==> src/rtl/vpg_pkg.sv <==
package vpg_pkg;
  localparam int unsigned DIM_W  = 16;
  localparam int unsigned GAP_W  = 8;
  localparam int unsigned HBL_W  = 16;
  localparam int unsigned RATE_W = 8;
  localparam int unsigned CODE_W = 2;
  localparam int unsigned BAR_W  = 3;
  localparam int unsigned PIX_W  = 16;

  typedef struct packed {
    logic [RATE_W-1:0] rate;
    logic              fixed;
    logic [CODE_W-1:0] bars;
    logic [GAP_W-1:0]  lsg;
    logic [GAP_W-1:0]  leg;
    logic [GAP_W-1:0]  dsg;
    logic [GAP_W-1:0]  deg;
    logic [HBL_W-1:0]  hblank;
    logic [DIM_W-1:0]  width;
    logic [DIM_W-1:0]  height;
  } cfg_t;

  localparam cfg_t CFG_RESET = '{
    rate: 8'd60, fixed: 1'b0, bars: 2'b00,
    lsg: 8'd8, leg: 8'd4, dsg: 8'd8, deg: 8'd4,
    hblank: 16'd16, width: 16'd640, height: 16'd480
  };

  // column tracker: bar = floor(col*n/width), rem = col*n - bar*width
  typedef struct packed {
    logic [DIM_W-1:0] col;
    logic [BAR_W-1:0] bar;
    logic [DIM_W-1:0] rem;
  } trk_t;

  function automatic logic [BAR_W:0] bar_count(input logic [CODE_W-1:0] code);
    case (code)
      2'b00:   return 4'd8;
      2'b01:   return 4'd7;
      2'b10:   return 4'd5;
      default: return 4'd3;
    endcase
  endfunction

  function automatic trk_t trk_next(input trk_t t, input logic [DIM_W-1:0] width,
                                    input logic [BAR_W:0] n);
    trk_t o;
    logic [DIM_W:0] sum;
    sum = {1'b0, t.rem} + (DIM_W+1)'(n);
    if (t.col == width - 1'b1) begin
      o = '0;
    end else begin
      o.col = t.col + 1'b1;
      if (sum >= {1'b0, width}) begin
        o.bar = t.bar + 1'b1;
        o.rem = DIM_W'(sum - {1'b0, width});
      end else begin
        o.bar = t.bar;
        o.rem = sum[DIM_W-1:0];
      end
    end
    return o;
  endfunction

  // {Y, Cb, Cr}
  function automatic logic [23:0] bar_yuv(input logic [BAR_W-1:0] idx);
    case (idx)
      3'd0:    return {8'd235, 8'd128, 8'd128};
      3'd1:    return {8'd210, 8'd16,  8'd146};
      3'd2:    return {8'd170, 8'd166, 8'd16};
      3'd3:    return {8'd145, 8'd54,  8'd34};
      3'd4:    return {8'd106, 8'd202, 8'd222};
      3'd5:    return {8'd81,  8'd90,  8'd240};
      3'd6:    return {8'd41,  8'd240, 8'd110};
      default: return {8'd16,  8'd128, 8'd128};
    endcase
  endfunction
endpackage

==> src/rtl/vpg_frame_timer.sv <==
module vpg_frame_timer #(
  parameter int unsigned CLK_HZ = 27_000_000,
  parameter int unsigned RATE_W = 8
) (
  input  logic              clk_i,
  input  logic              rst_ni,
  input  logic [RATE_W-1:0] rate_i,
  output logic              tick_o,
  output logic              first_o
);
  localparam int unsigned ACC_W = $clog2(CLK_HZ + (1 << RATE_W)) + 1;

  logic              start_q;
  logic [ACC_W-1:0]  acc_q, acc_sum;
  logic [RATE_W-1:0] rate_eff;
  logic              hit;

  assign rate_eff = (rate_i == '0) ? RATE_W'(1) : rate_i;
  assign acc_sum  = acc_q + ACC_W'(rate_eff);
  assign hit      = acc_sum >= ACC_W'(CLK_HZ);
  assign tick_o   = start_q | hit;
  assign first_o  = start_q;

  always_ff @(posedge clk_i or negedge rst_ni) begin
    if (!rst_ni) begin
      start_q <= 1'b1;
      acc_q   <= '0;
    end else begin
      start_q <= 1'b0;
      if (start_q)  acc_q <= '0;
      else if (hit) acc_q <= acc_sum - ACC_W'(CLK_HZ);
      else          acc_q <= acc_sum;
    end
  end
endmodule

==> src/rtl/vpg_raster.sv <==
module vpg_raster #(
  parameter int unsigned DIM_W = 16,
  parameter int unsigned GAP_W = 8,
  parameter int unsigned HBL_W = 16
) (
  input  logic             clk_i,
  input  logic             rst_ni,
  input  logic             tick_i,
  input  logic [GAP_W-1:0] lsg_i,
  input  logic [GAP_W-1:0] leg_i,
  input  logic [GAP_W-1:0] dsg_i,
  input  logic [GAP_W-1:0] deg_i,
  input  logic [HBL_W-1:0] hblank_i,
  input  logic [DIM_W-1:0] width_i,
  input  logic [DIM_W-1:0] height_i,
  output logic             vsync_o,
  output logic             hsync_o,
  output logic             de_o
);
  localparam int unsigned LINE_W = ((DIM_W > HBL_W) ? DIM_W : HBL_W) + 2;

  logic [LINE_W-1:0] h_q, de_beg, de_end, line_len, hs_end;
  logic [DIM_W:0]    v_q;
  logic              active, last_h, v_run;

  assign de_beg   = LINE_W'(dsg_i);
  assign de_end   = de_beg + LINE_W'(width_i);
  assign line_len = de_end + LINE_W'(deg_i) + LINE_W'(hblank_i);
  assign hs_end   = de_end + LINE_W'(deg_i) - LINE_W'(leg_i);
  assign last_h   = (h_q == line_len - 1'b1);
  assign v_run    = (v_q <= {1'b0, height_i});

  assign active  = (v_q != '0) && v_run;
  assign vsync_o = (v_q == '0);
  assign hsync_o = active && (h_q >= LINE_W'(lsg_i)) && (h_q < hs_end);
  assign de_o    = active && (h_q >= de_beg) && (h_q < de_end);

  always_ff @(posedge clk_i or negedge rst_ni) begin
    if (!rst_ni) begin
      h_q <= '0;
      v_q <= '1;  // parked in blank until the first frame starts
    end else if (tick_i) begin
      h_q <= '0;
      v_q <= '0;
    end else if (last_h) begin
      h_q <= '0;
      if (v_run) v_q <= v_q + 1'b1;
    end else begin
      h_q <= h_q + 1'b1;
    end
  end
endmodule

==> src/rtl/vpg_scroll.sv <==
module vpg_scroll
  import vpg_pkg::*;
(
  input  logic             clk_i,
  input  logic             rst_ni,
  input  logic             tick_i,
  input  logic             first_i,
  input  logic             moving_i,
  input  logic [DIM_W-1:0] width_i,
  input  logic [BAR_W:0]   nbars_i,
  input  logic             prev_moving_i,
  input  logic [DIM_W-1:0] prev_width_i,
  input  logic [BAR_W:0]   prev_nbars_i,
  output trk_t             start_o
);
  trk_t start_q;
  logic restart;

  assign restart = first_i || !moving_i || !prev_moving_i ||
                   (width_i != prev_width_i) || (nbars_i != prev_nbars_i);
  assign start_o = start_q;

  always_ff @(posedge clk_i or negedge rst_ni) begin
    if (!rst_ni)          start_q <= '0;
    else if (tick_i) begin
      if (restart)        start_q <= '0;
      else                start_q <= trk_next(start_q, width_i, nbars_i);
    end
  end
endmodule

==> src/rtl/vpg_bar_painter.sv <==
module vpg_bar_painter
  import vpg_pkg::*;
(
  input  logic             clk_i,
  input  logic             rst_ni,
  input  logic             de_i,
  input  trk_t             start_i,
  input  logic [DIM_W-1:0] width_i,
  input  logic [BAR_W:0]   nbars_i,
  output logic [PIX_W-1:0] pixel_o
);
  trk_t        cur_q;
  logic        odd_q;
  logic [23:0] yuv;

  assign yuv     = bar_yuv(cur_q.bar);
  assign pixel_o = de_i ? {(odd_q ? yuv[7:0] : yuv[15:8]), yuv[23:16]} : '0;

  always_ff @(posedge clk_i or negedge rst_ni) begin
    if (!rst_ni) begin
      cur_q <= '0;
      odd_q <= 1'b0;
    end else if (!de_i) begin
      cur_q <= start_i;
      odd_q <= 1'b0;
    end else begin
      cur_q <= trk_next(cur_q, width_i, nbars_i);
      odd_q <= ~odd_q;
    end
  end
endmodule

==> src/rtl/yuv_pattern_gen.sv <==
module yuv_pattern_gen
  import vpg_pkg::*;
#(
  parameter int unsigned CLK_HZ = 27_000_000
) (
  input  logic        clk_i,
  input  logic        rst_ni,
  input  logic [7:0]  rate_i,
  input  logic        fixed_i,
  input  logic [1:0]  bars_i,
  input  logic [7:0]  line_start_gap_i,
  input  logic [7:0]  line_end_gap_i,
  input  logic [7:0]  data_start_gap_i,
  input  logic [7:0]  data_end_gap_i,
  input  logic [15:0] hblank_i,
  input  logic [15:0] act_width_i,
  input  logic [15:0] act_height_i,
  output logic        vsync_o,
  output logic        hsync_o,
  output logic        de_o,
  output logic [15:0] pixel_o
);
  cfg_t           cfg_in, cfg_q;
  logic           frame_tick, frame_first;
  logic [BAR_W:0] nbars_in, nbars_q;
  trk_t           start_trk;

  assign cfg_in = '{
    rate: rate_i, fixed: fixed_i, bars: bars_i,
    lsg: line_start_gap_i, leg: line_end_gap_i,
    dsg: data_start_gap_i, deg: data_end_gap_i,
    hblank: hblank_i, width: act_width_i, height: act_height_i
  };
  assign nbars_in = bar_count(cfg_in.bars);
  assign nbars_q  = bar_count(cfg_q.bars);

  // settings shadow, reloaded only at frame boundaries
  always_ff @(posedge clk_i or negedge rst_ni) begin
    if (!rst_ni)         cfg_q <= CFG_RESET;
    else if (frame_tick) cfg_q <= cfg_in;
  end

  vpg_frame_timer #(.CLK_HZ(CLK_HZ), .RATE_W(RATE_W)) u_timer (
    .clk_i(clk_i), .rst_ni(rst_ni), .rate_i(cfg_q.rate),
    .tick_o(frame_tick), .first_o(frame_first)
  );

  vpg_raster #(.DIM_W(DIM_W), .GAP_W(GAP_W), .HBL_W(HBL_W)) u_raster (
    .clk_i(clk_i), .rst_ni(rst_ni), .tick_i(frame_tick),
    .lsg_i(cfg_q.lsg), .leg_i(cfg_q.leg), .dsg_i(cfg_q.dsg), .deg_i(cfg_q.deg),
    .hblank_i(cfg_q.hblank), .width_i(cfg_q.width), .height_i(cfg_q.height),
    .vsync_o(vsync_o), .hsync_o(hsync_o), .de_o(de_o)
  );

  vpg_scroll u_scroll (
    .clk_i(clk_i), .rst_ni(rst_ni), .tick_i(frame_tick), .first_i(frame_first),
    .moving_i(!cfg_in.fixed), .width_i(cfg_in.width), .nbars_i(nbars_in),
    .prev_moving_i(!cfg_q.fixed), .prev_width_i(cfg_q.width), .prev_nbars_i(nbars_q),
    .start_o(start_trk)
  );

  vpg_bar_painter u_painter (
    .clk_i(clk_i), .rst_ni(rst_ni), .de_i(de_o), .start_i(start_trk),
    .width_i(cfg_q.width), .nbars_i(nbars_q), .pixel_o(pixel_o)
  );
endmodule

==> config.mk <==
export PLATFORM = sky130hd
export DESIGN_NAME = yuv_pattern_gen
export DESIGN_NICKNAME = d
export VERILOG_FILES = /design/src/rtl/vpg_pkg.sv /design/src/rtl/vpg_frame_timer.sv /design/src/rtl/vpg_raster.sv /design/src/rtl/vpg_scroll.sv /design/src/rtl/vpg_bar_painter.sv /design/src/rtl/yuv_pattern_gen.sv
export SDC_FILE = /design/constraint.sdc
export NUM_CORES = 1
export LEC_CHECK = 0
export BUFFER_PORTS_ARGS = -buffer_cell sky130_fd_sc_hd__buf_2
export CORE_AREA = 2 2 258 260
export CTS_CLUSTER_DIAMETER = 30
export DETAILED_ROUTE_END_ITERATION = 8
export DIE_AREA = 0 0 260 262
export PLACE_DENSITY = 0.52
export SETUP_SLACK_MARGIN = 0.2
export SLEW_MARGIN = 20
export SYNTH_ARGS = -nofsm -noshare
export SYNTH_HDL_FRONTEND = slang
export SYNTH_SLANG_ARGS = --single-unit
export TNS_END_PERCENT = 10
==> constraint.sdc <==
create_clock -name clk_i -period 18.38 [get_ports clk_i]
set_clock_uncertainty 0.05 [all_clocks]
set_input_delay 0.919 -clock clk_i [delete_from_list [all_inputs] [get_ports clk_i]]
set_output_delay 0.919 -clock clk_i [all_outputs]
set_load 0.01 [all_outputs]
==> results of run 1 <==
## cells in the final DEF, fill, tap and decap left out, drive strengths merged, types with 20 or more instances in the layout
cell	n
nand4	45
xor2	85
clkbuf	105
o31ai	24
nor4	25
nor3	50
dfrtp	191
inv	188
o21ai	222
nand2b	34
and3	35
xnor2	151
a21o	36
clkinv	20
nor2	179
ha	183
nor2b	25
buf	118
dfstp	33
o21a	28
mux2i	26
nand3	67
or3	21
nand2	301
a21oi	106
## final timing paths
kind	cells after the start	slack (ps)	endpoint
hold reg to reg	2	420	cfg_q[85]
max in group asynchronous	2	16530	u_painter.cur_q[19]
min in group clk_i	2	420	cfg_q[85]
hold / removal	1	380	u_timer.acc_q[5]
setup reg to reg	28	11130	u_raster.h_q[2]
setup / recovery	27	10980	hsync_o
## routing by layer
metal	routed length, um	part of all wire [%]	GRT usage (%)	up-vias
met2	27300	47	29.0	448
met4	2030	3.5	7.47	0
met1	26400	45	21.8	8421
met3	2840	4.8	2.71	119
met5	0	0	0	-
li1	-	-	-	8592
## registers in the layout (all words and copies together) (netlist names)
signal / flops
u_scroll.start_o: 35
u_timer.acc_q: 26
u_painter.cur_q: 35
cfg_q: 91
u_raster.v_q: 17
u_painter.odd_q: 1
u_timer.first_o: 1
u_raster.h_q: 18
## layout make-up
type	instances	area share, %
antenna	1	0.0107
clock buffer	105	9.03
clock inverter	30	2.14
inverter	187	3.01
multi-input combinational	1885	54.3
sequential	224	24.2
tap	864	4.63
timing repair buffer	118	2.67
## logic make-up (layout without fill, tap and decap cells)
logic type / after synthesis / count (layout) / synth area share, %
AOI/OAI and AO/OA: 568 / 568 / 18.5
xor gates and xnor gates: 236 / 236 / 10.9
adders and majority gates: 193 / 193 / 12.8
buffers and inverters: 284 / 440 / 5.76
DFF: 224 / 224 / 29.1
muxes: 32 / 32 / 1.69
other: 1 / 4 / 0.0193
and+or+nand+nor: 853 / 853 / 21.2
## stage by stage
stage / hold WS (ps) / power [uW] / instance area [um^2]
2_1_floorplan: 387 / 1220 / 19400
3_3_place_gp: 405 / 1430 / 20700
3_5_place_dp: 412 / 1450 / 20700
4_1_cts: 394 / 2770 / 23300
5_1_grt: 425 / 2900 / 23300
6_report: 378 / 2740 / 23300
## power by group through the flow
stage / Combinational [uW] / Clock [uW] / Sequential, uW
after global routing: 991 / 1350 / 559
after detailed placement: 888 / 0 / 561
after floorplan: 675 / 0 / 541
after global placement: 874 / 0 / 561
after CTS: 893 / 1320 / 555
final: 895 / 1290 / 555
## critical path, delay by kind of cell, from the launching register on
| family | cells | cell delay [ps] |
|---|---|---|
| adders and majority gates | 5 | 1550 |
| xor gates and xnor gates | 3 | 650 |
| buffers and inverters | 3 | 370 |
| DFF | 1 | 500 |
| AOI/OAI and AO/OA | 7 | 1130 |
| and+or+nand+nor | 9 | 1650 |
==> key figures, run 1 <==
Outcome
  • Outcome: finished, final reports clean

Global routing
  • Initial antenna violation count: 2
  • First-pass GRT wire length: between 90000 and 100000 um
  • Vias in the first global route: ~18k
  • Pin count of the biggest net entering global routing: roughly 120
  • GRT Resource Usage Total: 17.2%
  • Gr ovfl total: 0

Yosys
  • Yosys warning total: 0
  • Top cell type's share of synthesized area: 24.6%
  • #FFs+latches synth: 224
  • Post-synth EDFFs: 0
  • Yosys cell types: 87
  • Post-Synthesis Cells: roughly 2.4k
  • Synth cell count leaders: nand2_1, o21ai_0, dfrtp_1
  • Sequential area share after synthesis: 29.1%
  • Largest area contributor in the netlist: dfrtp_1
  • Predominant post-synthesis flop cell: dfrtp_1
  • Async SR Flop Fraction: 100%
  • Top post-synthesis cells by area: dfrtp_1, ha_1, xnor2_1
  • Synthesized area: 0.0194 mm^2
  • Avg Cell Area, Syn: 8.11 um^2
  • Most frequent cell after synthesis: nand2_1

Setup path
  • FF-to-FF Start: cfg_q[16]
  • Arrival time worst endpoint: between 6000 and 7000 ps
  • Kind of critical path: reg2out
  • Worst setup path start: cfg_q[16]
  • Cell mode on critical path: ha_1
  • Crit Path Max Fanout: 7
  • Worst path slowest cell: dfrtp_1
  • Crit. End Element: primary output
  • Crit-path max cell delay: 500 ps
  • CP Launch Type: register
  • Crit path required time: 17410 ps

Drt
  • Antenna-violating nets left: 0
  • Initial DRC count: 1097
  • DRT Pass-1 Iters: 5
  • Via/cell ratio: 5.15
  • Wire per inst: 17.2 um
  • Vias: 17.6k
  • Total routed wirelength: 58600 um
  • DRC violations left: 0

Power
  • Sequential fraction of design power: between 20% and 30%
  • Switch share: 34.3%
  • Leakage power: about 0.011 uW
  • Pint: 1800 uW
  • P per Cell Area: 117 mW/mm^2
  • Comb power frac: ~33%
  • Net Sw Power: 940 uW
  • Worst IR Drop VDD: around 0.060 mV
  • Clock Power Share: roughly 47%

Layout
  • Fin nets: around 2.8k
  • Reg area: 0.00565 mm^2
  • Layout Utilization: 35.8%
  • Area of the multi-input gates: ~0.013 mm^2
  • Ratio of cells with drive above 1 in the final layout: 12.2%
  • Post-Layout Cell Count: 3414
  • # fillers: 6721
  • Syn-to-layout area delta: 20.3%

Placed design
  • GP Congestion: 0.885
  • Placed cell count: 3278
  • Port-buffer cells: 109
  • Worst slack, placed: 11230 ps
  • Final HPWL DP: 44000 um

Clock network
  • Clock Sinks: 224
  • Post-CTS Setup Bufs: 0
  • CTS Buf Count: between 70 and 80
  • Clock root buffer: clkbuf_16
  • Post-CTS resize count: 0
  • Clock buffer depth: 3
  • Hold_buf cts: 0
  • Clock Latency Late Sink: 590 ps
  • TritonCTS clock tree: yes
  • Reg clk slew, reported paths: 40 ps
  • H-tree depth: 3

STA
  • Final hold vios: 0
  • Fin crit period: about 7400 ps
  • Fmax: 135 MHz
  • Pins Over Slew Limit: 0
  • Worst Slack Setup Final: 10980 ps
  • Tightest Pin Transition: 1020 ps
  • Final setup TNS: 0 ps
  • Crit share post-route: around two fifths
  • Max-slew headroom: 31.9%
  • RSZ-0062 raised after global routing: false
  • Setup violators final: 0

Die
  • Io pins: 112
  • Die Y: 262 um
  • Die area: about 0.07 mm^2
  • Core area: roughly 0.065 mm^2
  • Initial Utilization: 29.7%
  • Chip Width: 260 um
  • Cell row count: 94

Flow run
  • Max-Cap Viols: 0

Worst hold path
  • Type of the most critical hold path: in2async
Power figures use the tool's default switching activity.
==> inputs of run 2 (changes only) <==
- PLACE_DENSITY: 0.52 -> 0.53
- clock period: 18.38 -> 6.2 ns (I/O delays scaled with it)
==> run 2 against run 1 <==
The run now ends with setup timing left. Routed wire length rose by 3.7%. Sequential power rose to 2.9 times the previous value. Utilization rose by 3.2 points. Global-route usage rose by 0.71 points. Via count rose by 3.7%. Power rose to 3.2 times the previous value. First-iteration DRC count rose by 3.6%.
==> key figures, run 2 (synthesis results as in run 1) <==
Clock network
  • CTS Buf Count: 76 (+2.7%)
  • Clock Latency Late Sink: 600 ps (about the same)
  • Clock root buffer: clkbuf_16
  • H-tree depth: 3 (unchanged)
  • Clock buffer depth: 3 (unchanged)
  • Clock Sinks: 224 (unchanged)
  • TritonCTS clock tree: yes
  • Reg clk slew, reported paths: 40 ps (about the same)

STA
  • Max-slew headroom: 28.6% (-3.3 points)
  • Fmax: 158 MHz
  • RSZ-0062 raised after global routing: true
  • Pins Over Slew Limit: 0 (unchanged)
  • Worst Slack Setup Final: -122 ps (-11100 ps)
  • Fin crit period: between 6000 and 7000 ps
  • Tightest Pin Transition: 1060 ps (+35.8 ps)
  • Crit share post-route: 102%
  • Setup violators final: 7 (+7)
  • Final hold vios: 0 (unchanged)

Setup path
  • Crit path required time: 6670 ps (-10740 ps)
  • Worst setup path start: cfg_q[59]
  • CP Launch Type: register
  • FF-to-FF Start: cfg_q[59]
  • Kind of critical path: reg2reg
  • Arrival time worst endpoint: 6790 ps (+360 ps)
  • Crit Path Max Fanout: 6 (-1)
  • Flop2flop setup slack: -120 ps (-11250 ps)
  • Number of cells on the worst reg-to-reg path: 27 (-3.6%)
  • Worst R2R End: u_raster.v_q[13]
  • Crit. End Element: register
  • Crit path to: u_raster.v_q[13]

Layout
  • Syn-to-layout area delta: 31.0%
  • Layout Utilization: 38.9% (+3.2 points)
  • Largest Register: cfg_q
  • Post-Layout Cell Count: 3580 (+4.9%)
  • Max FFs per register: 91 (unchanged)
  • Commonest cells after routing, fill and taps aside: nand2_1, o21ai_0, dfrtp_1
  • Ratio of cells with drive above 1 in the final layout: 17.9% (+5.7 points)
  • Commonest non-fill, non-tap cell in the layout: nand2_1
  • Fin nets: 2941 (+5.9%)

Placed design
  • Worst slack, placed: -84.9 ps (-11320 ps)
  • GP Congestion: 0.898 (+1.5%)
  • Port-buffer cells: 109 (unchanged)
  • Final HPWL DP: 45300 um (+3.1%)
  • Placed cell count: 3332 (+1.6%)

Drt
  • Wire per inst: 17.0 um (-1.1%)
  • DRC violations left: 0 (unchanged)
  • Vias: 18.2k (+3.7%)
  • Initial DRC count: 1137 (+3.6%)
  • Total routed wirelength: 60800 um (+3.7%)
  • Antenna-violating nets left: 0 (unchanged)
  • Via/cell ratio: 5.09 (-1.2%)
  • DRT Pass-1 Iters: 7 (+2)

Die
  • Chip Width: 260 um (unchanged)
  • Cell row count: 94 (unchanged)
  • Die area: 0.0681 mm^2 (unchanged)
  • Initial Utilization: 29.7% (unchanged)
  • Die Y: 262 um (unchanged)
  • Io pins: 112 (unchanged)
  • Core area: 0.0653 mm^2 (unchanged)

Global routing
  • Initial antenna violation count: 1 (-1)
  • Vias in the first global route: 18.6k (+4.5%)
  • First-pass GRT wire length: 98200 um (+4.7%)
  • Pin count of the biggest net entering global routing: 137 (+18%)
  • GRT Resource Usage Total: 17.9% (+0.71 points)
  • Gr ovfl total: 0 (unchanged)

Outcome
  • Outcome: finished with violations
  • Violated checks: setup timing

Power
  • Leakage power: 0.0114 uW (+8.2%)
  • Worst IR Drop VDD: 0.216 mV (+260%)
  • P per Cell Area: 347 mW/mm^2 (+200%)

Flow run
  • Max-Cap Viols: 0 (unchanged)

Worst hold path
  • Type of the most critical hold path: in2reg
==> run 2: cell count changes in the layout (fill, tap and decap cells not counted), moves of 6 or more <==
cell           before  now
clkbuf_8           14    8
ha_1              183  168
a21oi_1           105   95
dlygate4sd3_1       0   75
buf_4               9   90
clkinv_2           14   21
a21oi_2             1    7
xnor2_1           149  142
ha_4                0   12
o21ai_1             2    8
buf_6               0    6
o21ai_0           218  207
clkbuf_1           17   10
clkinvlp_4          0    6
==> run 2: report_power, final <==
part | switching [uW] | internal [uW] | leakage [uW]
Sequential | 76.7 | 1550 | 0.00286
Clock | 1130 | 2790 | 0.00130
Combinational | 1810 | 1460 | 0.00727
Total | 3020 | 5800 | 0.0114
==> run 2: final cells by class <==
cell class	instances	area, um^2
fillers	6558	39900
multi-input cells	1885	13300
flip-flops and latches	224	5650
clock buffers	96	2100
repair buffers	281	2080
well taps	864	1080
inverters	187	704
clock inverters	42	546
diodes	1	2.50
==> run 2: timing repair <==
| action | 4_1_cts | 5_1_grt |
|---|---|---|
| setup buffers | 14 | 20 |
| endpoints found under the hold margin | 135 | 0 |
| hold buffers | 75 | 0 |
| gates cloned | 0 | 0 |
| gates resized for setup | 52 | 54 |
| pin swaps | 30 | 65 |
| endpoints found under the setup margin | 36 | 51 |
==> run 2: critical path, cell delays in order, from the launching register on <==
cell and delay, ps:
dfstp_2 550, ha_4 230, a21oi_4 130, o22ai_2 100, nor4_1 270, nor2_1 100
xor2_1 280, ha_2 280, or2_4 140, o22a_1 130, o211a_1 200, nand4_1 130
or4_4 590, xnor2_4 160, ha_1 320, inv_2 40, ha_4 290, xor2_4 220
o22ai_2 120, nor4_2 210, nand4_1 130, nor3_2 190, nand4_1 140, nor4_4 320
buf_4 190, nand4_1 190, or3_4 430, a21oi_2 120
==> run 2: worst min path at each step <==
stage,from,endpoint,cells after the start
after floorplan,rst_ni,cfg_q[0],0
after global placement,rst_ni,u_painter.odd_q,1
after detailed placement,rst_ni,u_painter.odd_q,1
after CTS,data_start_gap_i[7],cfg_q[63],3
after global routing,data_start_gap_i[7],cfg_q[63],3
final,data_start_gap_i[7],cfg_q[63],3
==> run 2: through the flow <==
| step | hold WS [ps] | power [uW] | cell area, um^2 | setup TNS (ps) |
|---|---|---|---|---|
| floorplan | -35.6 | 3620 | 19500 | 0 |
| global placement | 265 | 4390 | 21200 | 0 |
| detailed placement | 270 | 4430 | 21200 | -644 |
| CTS | 7.84 | 8660 | 24900 | 0 |
| global route | 47.8 | 9360 | 25400 | -6270 |
| finish | 40.6 | 8820 | 25400 | -523 |
==> run 2: routing by layer <==
metal  wire [um]  up-vias  GRT usage [%]
li1            -     8941              -
met1       27700     8763           22.9
met5           0        -              0
met3        2560      102           2.97
met4        1850        0           6.80
met2       28700      416           30.3
==> inputs of run 3 (changes only) <==
- ABC_AREA: default -> 1
- CAP_MARGIN: default -> 10
- CORE_AREA: 2 2 258 260 -> 2 2 264 266
- CTS_CLUSTER_DIAMETER: 30 -> 150
- DIE_AREA: 0 0 260 262 -> 0 0 266 268
==> run 3 against run 2 <==
The flow now finishes without violations. First-iteration DRC count increased by 24%. Routed wire length grew 5.0%. Sequential share of layout area is 0.85 points higher. Utilization shrank 3.1 points. Combinational power is 7.1% lower. Fmax increased by 9.7%. Power is 26% lower. Global-route usage about the same. Clock power decreased by 53%. Worst hold slack better by 20 ps. Clock-buffer cell count is 55 lower. Largest power group is now combinational logic.
==> key figures, run 3 <==
Clock network
  • Clock buffer depth: 3 (unchanged)
  • CTS Buf Count: 30 (-61%)
  • Clock root buffer: clkbuf_16
  • Reg clk slew, reported paths: 60 ps (+20 ps)
  • TritonCTS clock tree: yes
  • Clock Latency Late Sink: 600 ps (about the same)
  • Clock Sinks: 224 (unchanged)
  • H-tree depth: 1 (-2)

Yosys
  • Synth cell count leaders: nand2_1, inv_1, nor2_1
  • Avg Cell Area, Syn: 6.74 um^2 (-17%)
  • Sequential area share after synthesis: 27.6% (-1.5 points)
  • Yosys warning total: 0 (unchanged)
  • Async SR Flop Fraction: 100% (unchanged)
  • Synthesized area: 0.0204 mm^2 (+5.3%)
  • Mux cell area share after synthesis: 0% (-1.7 points)
  • Top post-synthesis cells by area: dfrtp_1, nand2_1, ha_1
  • Predominant post-synthesis flop cell: dfrtp_1
  • Top cell type's share of synthesized area: 23.4% (-1.2 points)
  • Largest area contributor in the netlist: dfrtp_1
  • #FFs+latches synth: 224 (unchanged)
  • Yosys cell types: 50 (-43%)
  • Adder-Cell Fraction of Synth Area: 12.2% (-0.65 points)
  • Post-Synthesis Cells: 3030 (+27%)
  • Post-synth EDFFs: 0 (unchanged)
  • Largest family of logic cells by synthesized area: simple AND/OR/NAND/NOR gates
  • Post-synthesis compound-gate area fraction: 9.65% (-8.9 points)
  • Most frequent cell after synthesis: nand2_1
  • Simple-Gate Fraction of Synth Area: 32.8% (+12 points)
  • Xor/xnor share of the synthesized area: 8.23% (-2.7 points)

Placed design
  • Port-buffer cells: 109 (unchanged)
  • Worst slack, placed: 435 ps (+520 ps)
  • GP Congestion: 0.903 (+0.48%)
  • Final HPWL DP: 49300 um (+8.9%)

Drt
  • Initial DRC count: 1413 (+24%)
  • DRC violations left: 0 (unchanged)
  • Wire per inst: 15.4 um (-9.4%)
  • Total routed wirelength: 63800 um (+5.0%)
  • DRT Pass-1 Iters: 5 (-2)
  • Antenna-violating nets left: 0 (unchanged)
  • Vias: 19.8k (+8.9%)
  • Via/cell ratio: 4.78 (-6.1%)

Die
  • Io pins: 112 (unchanged)
  • Die Y: 268 um (+2.3%)
  • Cell row count: 96 (+2.1%)
  • Chip Width: 266 um (+2.3%)
  • Core area: 0.0682 mm^2 (+4.5%)
  • Initial Utilization: 29.9% (+0.23 points)
  • Die area: 0.0713 mm^2 (+4.7%)

Power
  • Pint: 3870 uW (-33%)
  • Overall power: 6490 uW (-26%)
  • P per Cell Area: 265 mW/mm^2 (-24%)
  • Comb power frac: 46.6% (+9.6 points)
  • Clock Power Share: 28.4% (-16 points)
  • Switch share: 40.3% (+6.1 points)
  • Worst IR Drop VDD: 0.153 mV (-29%)
  • Leakage power: 0.0122 uW (+7.1%)
  • Net Sw Power: 2620 uW (-13%)
  • Sequential fraction of design power: 25.0% (+6.5 points)

Layout
  • Commonest cells after routing, fill and taps aside: nand2_1, inv_1, nor2_1
  • Syn-to-layout area delta: 19.8%
  • Fin nets: 3527 (+20%)
  • Commonest non-fill, non-tap cell in the layout: nand2_1
  • Ratio of cells with drive above 1 in the final layout: 10.5% (-7.4 points)
  • Max FFs per register: 91 (unchanged)
  • Largest Register: cfg_q
  • # fillers: 7413 (+13%)

STA
  • Crit share post-route: 93.0% (-9.0 points)
  • Final setup TNS: 0 ps (+523 ps)
  • Fmax: 174 MHz (+9.7%)
  • Final hold vios: 0 (unchanged)
  • Tightest Pin Transition: 885 ps (-172 ps)
  • Worst Slack Setup Final: 436 ps (+558 ps)
  • Fin crit period: 5760 ps (-558 ps)
  • Max-slew headroom: 41.0% (+12 points)
  • Setup violators final: 0 (-7)
  • RSZ-0062 raised after global routing: true
  • Pins Over Slew Limit: 0 (unchanged)

Global routing
  • Gr ovfl total: 0 (unchanged)
  • GRT Resource Usage Total: 17.9% (-0.030 points)
  • Pin count of the biggest net entering global routing: 100 (-27%)
  • Vias in the first global route: 19.2k (+3.1%)
  • Initial antenna violation count: 7 (+6)
  • First-pass GRT wire length: 103000 um (+4.8%)

Setup path
  • Crit path required time: 5840 ps (-830 ps)
  • Worst path slowest cell: fa_2
  • WP buf/inv: 8 (+6)
  • Worst setup path start: cfg_q[16]
  • CP Launch Type: register
  • Family with the most delay on the worst path: adder cells
  • Arrival time worst endpoint: 5400 ps (-1390 ps)
  • Crit. End Element: primary output
  • Crit-path max cell delay: 460 ps (-130 ps)
  • Kind of critical path: reg2out
  • FF-to-FF Start: cfg_q[16]
  • Crit Path Max Fanout: 4 (-2)

Flow run
  • Max-Cap Viols: 0 (unchanged)

Worst hold path
  • Hold_sp: act_width_i[1]
  • Type of the most critical hold path: in2reg

Outcome
  • Outcome: finished, final reports clean
[run 3: cell count changes in the layout (fill, tap and decap cells not counted), moves of 47 or more]
| cell | previous run | this run |
|---|---|---|
| clkbuf_16 | 78 | 31 |
| nor2_1 | 179 | 314 |
| xnor2_1 | 142 | 54 |
| xor2_1 | 79 | 129 |
| nand2_1 | 298 | 813 |
| nand3_1 | 62 | 221 |
| inv_1 | 183 | 404 |
[run 3: worst register-to-register path: cells and delay by family (launching register included)]
kind	cells	cell delay (ps)
xor+xnor	1	180
buf+inv	12	1250
compound gates	4	700
fa+ha+maj	5	1460
flops	1	390
simple gates	13	1470
[run 3: worst paths after layout]
path                                          end  slack, ps  cells past startpoint
worst max-delay path                      hsync_o        440                     29
worst min-delay path                    cfg_q[17]         60                      3
worst max register to register   u_raster.v_q[16]        650                     35
worst min register to register          cfg_q[85]        420                      2
max in group asynchronous       u_timer.acc_q[16]       4430                      3
min in group asynchronous               cfg_q[71]        230                      2
[run 3: power groups by stage]
| stage | combinational [uW] | clock, uW | sequential (uW) |
|---|---|---|---|
| after floorplan | 2020 | 0 | 1620 |
| after global placement | 2640 | 0 | 1640 |
| after detailed placement | 2640 | 0 | 1650 |
| after CTS | 2860 | 1900 | 1620 |
| after global routing | 3450 | 1960 | 1630 |
| final | 3030 | 1840 | 1620 |
[run 3: repair_timing]
action | CTS | global route
endpoints found under the setup margin | 1 | 35
buffers inserted | 17 | 10
pin swaps | 17 | 37
resized for setup | 38 | 49
cloned | 0 | 1
hold endpoints to repair | 172 | 0
hold buffers | 90 | 0
[run 3: cells by family (layout without fill, tap and decap cells)]
kind of cell               after synthesis  after routing
and+or+nand+nor                       1570           1570
buffers and inverters                  486            719
AOI/OAI and AO/OA                      364            364
DFF                                    224            224
adders and majority gates              193            193
xor gates and xnor gates               192            192
other                                    1              5
[run 3: area by class of cell]
cell class                      count  area [um^2]  area share, %
Multi-Input combinational cell   2322        13200           54.1
Sequential cell                   224         5650           23.1
Timing Repair Buffer              249         1880           7.67
Inverter                          414         1550           6.35
Tap cell                          882         1100           4.51
Clock buffer                       41          862           3.52
Clock inverter                     15          189          0.772
Antenna cell                        2         5.00         0.0204
[run 3: layer usage]
layer / part of all wire (%) / routed length [um] / vias to the layer above / global-route usage (%)
li1: - / - / 10200 / -
met1: 49 / 31600 / 9092 / 25.6
met2: 43 / 27300 / 422 / 27.8
met3: 4.6 / 2960 / 100 / 2.77
met4: 3.1 / 1950 / 10 / 5.07
met5: 0.088 / 56 / - / 0
[run 3: per-stage QoR]
| stage | instances | utilization [%] | cell area [um^2] | hold slack [ps] |
|---|---|---|---|---|
| detailed placement | 3973 | 32.1 | 21900 | 346 |
| global placement | 3973 | 32.1 | 21900 | 349 |
| floorplan | 3032 | - | 20400 | -35.6 |
| global route | 4149 | 35.9 | 24500 | 67.3 |
| CTS | 4136 | 35.4 | 24100 | 32.2 |
| finish | 4149 | 35.9 | 24500 | 61.1 |
